### src/rtl/frame_occupancy_ctr.sv
module frame_occupancy_ctr #(
  parameter int CNT_W  = 4,
  parameter int LOST_W = 8
) (
  input  logic              clk,
  input  logic              rst_n,
  input  logic              rx_eof_wr,
  input  logic              rx_addr_hit,
  input  logic              rx_eof_rd,
  input  logic              tx_eof_wr,
  input  logic              tx_stat_rd,
  input  logic              tx_stat_valid,
  output logic              rx_admit,
  output logic [CNT_W-1:0]  rx_frames,
  output logic [CNT_W-1:0]  tx_frames,
  output logic [LOST_W-1:0] lost_frames,
  output logic              lost_ovf
);
  localparam logic [CNT_W-1:0]  CNT_MAX  = '1;
  localparam logic [CNT_W-1:0]  CNT_ONE  = 1;
  localparam logic [LOST_W-1:0] LOST_MAX = '1;
  localparam logic [LOST_W-1:0] LOST_ONE = 1;

  logic rx_full, rx_inc, rx_dec, tx_inc, tx_dec, lost_inc;

  assign rx_full  = (rx_frames == CNT_MAX);
  assign rx_admit = rx_eof_wr && !rx_full;
  assign rx_inc   = rx_admit;
  assign rx_dec   = rx_eof_rd && (rx_frames != '0);
  assign tx_inc   = tx_eof_wr && (tx_frames != CNT_MAX);
  assign tx_dec   = tx_stat_rd && tx_stat_valid && (tx_frames != '0);
  assign lost_inc = rx_eof_wr && rx_full && rx_addr_hit && (lost_frames != LOST_MAX);

  always_ff @(posedge clk) begin
    if (!rst_n) begin
      rx_frames   <= '0;
      tx_frames   <= '0;
      lost_frames <= '0;
      lost_ovf    <= 1'b0;
    end else begin
      if (rx_inc && !rx_dec)      rx_frames <= rx_frames + CNT_ONE;
      else if (rx_dec && !rx_inc) rx_frames <= rx_frames - CNT_ONE;
      if (tx_inc && !tx_dec)      tx_frames <= tx_frames + CNT_ONE;
      else if (tx_dec && !tx_inc) tx_frames <= tx_frames - CNT_ONE;
      if (lost_inc) lost_frames <= lost_frames + LOST_ONE;
      lost_ovf <= lost_inc && (lost_frames == LOST_MAX - LOST_ONE);
    end
  end

  AST_RX_FULL_HOLD: assert property (@(posedge clk) disable iff (!rst_n)
    (rx_eof_wr && rx_frames == CNT_MAX && !rx_eof_rd) |=> rx_frames == CNT_MAX);
  AST_RX_NO_UNDERFLOW: assert property (@(posedge clk) disable iff (!rst_n)
    (rx_frames == '0 && !rx_eof_wr) |=> rx_frames == '0);
  AST_TX_QUIET: assert property (@(posedge clk) disable iff (!rst_n)
    (!tx_eof_wr && !(tx_stat_rd && tx_stat_valid)) |=> $stable(tx_frames));
  AST_LOST_ONLY_HIT: assert property (@(posedge clk) disable iff (!rst_n)
    !(rx_eof_wr && rx_addr_hit) |=> $stable(lost_frames));
  AST_LOST_SAT: assert property (@(posedge clk) disable iff (!rst_n)
    lost_frames == LOST_MAX |=> lost_frames == LOST_MAX);
  AST_OVF_PULSE: assert property (@(posedge clk) disable iff (!rst_n)
    lost_ovf |=> !lost_ovf);
  AST_RX_BALANCED: assert property (@(posedge clk) disable iff (!rst_n)
    (rx_eof_wr && rx_eof_rd && rx_frames != CNT_MAX && rx_frames != '0) |=> $stable(rx_frames));
endmodule

### config.mk
export PLATFORM = sky130hd
export DESIGN_NAME = frame_occupancy_ctr
export DESIGN_NICKNAME = d
export VERILOG_FILES = /design/src/rtl/frame_occupancy_ctr.sv
export SDC_FILE = /design/constraint.sdc
export NUM_CORES = 1
export LEC_CHECK = 0
export CAP_MARGIN = 20
export CORE_MARGIN = 2
export CORE_UTILIZATION = 53
export CTS_BUF_LIST = sky130_fd_sc_hd__clkbuf_2
export DETAILED_ROUTE_END_ITERATION = 8
export PLACE_DENSITY = 0.86
export SYNTH_ARGS = -nofsm -noshare
export SYNTH_HDL_FRONTEND = slang
export SYNTH_SLANG_ARGS = --single-unit
### constraint.sdc
create_clock -name clk -period 6 [get_ports clk]
set_clock_uncertainty 0.1 [all_clocks]
set_input_delay 0.9 -clock clk [delete_from_list [all_inputs] [get_ports clk]]
set_output_delay 0.9 -clock clk [all_outputs]
set_load 0.02 [all_outputs]
# Word-level counts from Yosys, hierarchy flattened
# Cells that the tools add are included.
# word_totals
input_bits,8
latchBits,0
ff_bits,17
n_memories,0
ramBits,0
rom_bits,0
out_inout_bits,18
# op_classes
magnitude_cmp,0
n_div,0
reduce_logical,22
shifts,0
n_mul,0
addsub,5
n_bitwise,0
muxes,4
eq_ne,4
# op_table
operator,count
4-bit two-way mux,4
1-bit logical AND,13
4-bit by 1-bit adder with 4-bit output (second input constant),2
8-bit by 1-bit adder with 8-bit output (second input constant),1
8-bit == test (second input constant),1
8-bit != test (second input constant),1
4-bit nonzero test,2
4-bit by 1-bit subtractor with 4-bit output (second input constant),2
1-bit logical NOT,5
4-bit == test (second input constant),1
4-bit != test (second input constant),1
2-bit nonzero test,2

# Logic depth before layout (Yosys ltp)
# depth
word_depth,7
depth_mapped,9
depth_no_buf,9

# Worst setup path before layout
# No wires, ideal clock.
# synth_path
path_kind,input-to-reg
from,in rx_eof_wr
to,reg rx_frames[3]
setup_slack_ns,3.488
arrival_ns,2.340
cell_stages,8
setup_ns,0.072
n_path_buf,0
t_required_ns,5.828
cell_sequence,and2_1 -> ha_1 -> inv_1 -> ha_1 -> a21oi_1 -> a211oi_1 -> a31oi_1 -> mux2i_1
# synth_via
elab_chain_len,4
# synth_rtl
element,line_no,source
"start, declared",7,"input logic rx_eof_wr,"
1-bit logical AND (*),27,assign rx_admit = rx_eof_wr && !rx_full;
1-bit logical NOT,42,else if (rx_dec && !rx_inc) rx_frames <= rx_frames - CNT_ONE;
1-bit logical AND,42,
2-bit nonzero test (no line),--,
"end signal, assigned",41,if (rx_inc && !rx_dec) rx_frames <= rx_frames + CNT_ONE;
"end signal, assigned",42,
"end, declared",14,"output logic [CNT_W-1:0] rx_frames,"
# Every way passes the cells marked *; elsewhere a longest branch is shown, timed or not.
# A chain may end at the register's enable or synchronous reset.

# Final worst setup path
# layout_path
from,in rx_eof_wr
to,out rx_admit
# layout_via
elab_chain_len,1
# layout_rtl
element,line_no,source
1-bit logical AND,27,
"end, declared",13,"output logic rx_admit,"
# Every way passes these cells.

==> metrics.cfg <==
[run_status]
run_status=complete, no violations

[critical_path]
cp_slowest_cell=clkdlybuf4s50_1
cp_slowest_stage_delay_ns=0.61
arrival_ns=2.13
path_class=in2out
critical_path.cell_chain=clkdlybuf4s50_1 -> and2_1 -> clkdlybuf4s50_1
start_kind=input port
required_ns=5.00
crit_fanout=2
cp-end-kind=output pin
cp_common_cell=clkdlybuf4s50_1

[route]
post_drt_wl_per_cell_um=12.6
drc=0
wl_mm=2.06
drtIter0Drc=21
via_per_inst=5.41
ant_nets=0
num_vias=888
drt_first_pass_iters=4

[clock_tree]
cts_setup_buffers=0
htreeDepth=1
cts_max_path_buffers=2
cts_tree=yes
hold_buffers=0
insertion_delay_ns=0.28
cts.sinks=17
root_buffer=clkbuf_2
clk_pin_slew_worst_paths_ns=0.16
cts_resized=0
cts_buffers=3

[final_layout]
syn_to_final_growth_pct=28.2
nets=158
n_fill_cell=149
final_cell_mix=clkdlybuf4s50_1 (25), dfxtp_1 (17), nor2_1 (14)
layout-drive-gt1-share=0.0576
antenna_cells=0
layout_commonest_cell=clkdlybuf4s50_1

[yosys]
synth_seq_cells=17
synthArstFlopShare=0
synth_top_area_cell=dfxtp_1
syn_area_per_cell_um2=8.75
synth_edf_count=0
syn-cell-area_um2=997
synth_top_flop_cell=dfxtp_1
synth-seq-area-share=0.341
synthCells=114
yosys_warnings=0
syn-num-nets=132
ys_types=32
synth_area_leaders=dfxtp_1 (34%), ha_1 (10%), mux2i_1 (6.0%), nor2_1 (5.3%), nand2_1 (4.1%)
synth_top_area_frac=0.341

[timing]
tns_ns=0
clock.fmax_mhz=320
rsz0062_at_grt=no
maxSlewViolCount=0
setup_viol=0
fin_crit_sh=0.521
tightest_slew_ns=0.641
period_minus_slack_ns=3.13
hold_viol_final=0
slew_headroom=0.570

[global_routing]
grt_pass1_vias=789
grt-ovfl-total=0
grt_max_degree=12
grt_pass1_wl_mm=3.33
grt.total_usage=0.207
antenna_found_initial=0

[min_path]
hp-class=reg2reg

[power]
pwr_density_cell_nw_per_um2=344
p_leak_nw=0.506
power_uw=440
irDropWorstVdd_mv=0.268

[die]
start_util=0.571
die_y_um=47.4
coreArea_um2=1750
fp.dieArea_um2=2240
num_rows=15
dieWidth_um=47.4
pin_count=26

[job]
max_cap_violations=0

[placed_design]
globalplace.congestion=0.822
dp_hpwl_mm=1.56
portBuffers=25

## power breakdown
| group | internal (mW) | total (mW) | switching, mW |
|---|---|---|---|
| combinational | 0.109 | 0.215 | 0.107 |
| sequential | 0.135 | 0.172 | 0.0367 |
| clock | 0.0177 | 0.0522 | 0.0345 |
## critical path: cells and delay by family
kind | cells | cell delay, ns
AND/OR/NAND/NOR | 1 | 0.15
buffers and inverters | 2 | 1.08
## per-layer routing
metal / wire (um) / up-vias / track usage
met5: 0 / - / 0
met4: 24 / 0 / 0.0667
met3: 77 / 4 / 0.0269
met2: 968 / 18 / 0.346
met1: 993 / 407 / 0.274
li1: - / 459 / -
## per-stage QoR
step           instances  setup WS [ns]   util  hold WS, ns  cell area, um^2
4_1_cts              164           2.88  0.733        0.429             1280
6_report             164           2.87  0.733        0.427             1280
3_3_place_gp         160           2.88  0.721        0.383             1260
2_1_floorplan        114           3.49      -        0.462              997
5_1_grt              164           2.83  0.733        0.456             1280
3_5_place_dp         160           2.88  0.721        0.407             1260
## registers in the layout (all words and copies together) (netlist names)
register     flops
lost_ovf         1
tx_frames        4
rx_frames        4
lost_frames      8
## cell usage after synthesis (3+ instances only)
cell type	count
clkbuf_1	3
a21oi_1	7
dfxtp_1	17
mux2i_1	6
nor2_1	14
and2_1	3
a211oi_1	3
ha_1	8
xnor2_1	3
nand4_1	3
nand2b_1	4
nand2_1	11
nor3_1	4
inv_1	5
nand3_1	3
## logic make-up after synthesis
group / share of synthesized area
buffers and inverters: 0.0389
multiplexers: 0.0602
flip-flops: 0.341
AO/OA/AOI/OAI: 0.124
XOR/XNOR: 0.0439
adder cells (fa/ha/maj): 0.141
AND/OR/NAND/NOR: 0.251
## path summary, 6_finish.rpt
check	from	endpoint	slack (ns)	cells after the start
min	rx_frames[3]	rx_frames[3]	0.43	2
min reg2reg	rx_frames[3]	rx_frames[3]	0.43	2
max	rx_eof_wr	rx_admit	2.87	3
max reg2reg	rx_frames[0]	rx_frames[3]	3.47	9
## final cells by class
cell class              instances  area, um^2  share of cell area
inverters                       5        18.8              0.0147
clock buffers                   4        20.0              0.0157
well taps                      25        31.3              0.0245
multi-input cells              88         618               0.483
flip-flops and latches         17         340               0.266
repair buffers                 25         250               0.196
(Power assumes the default switching activity.)
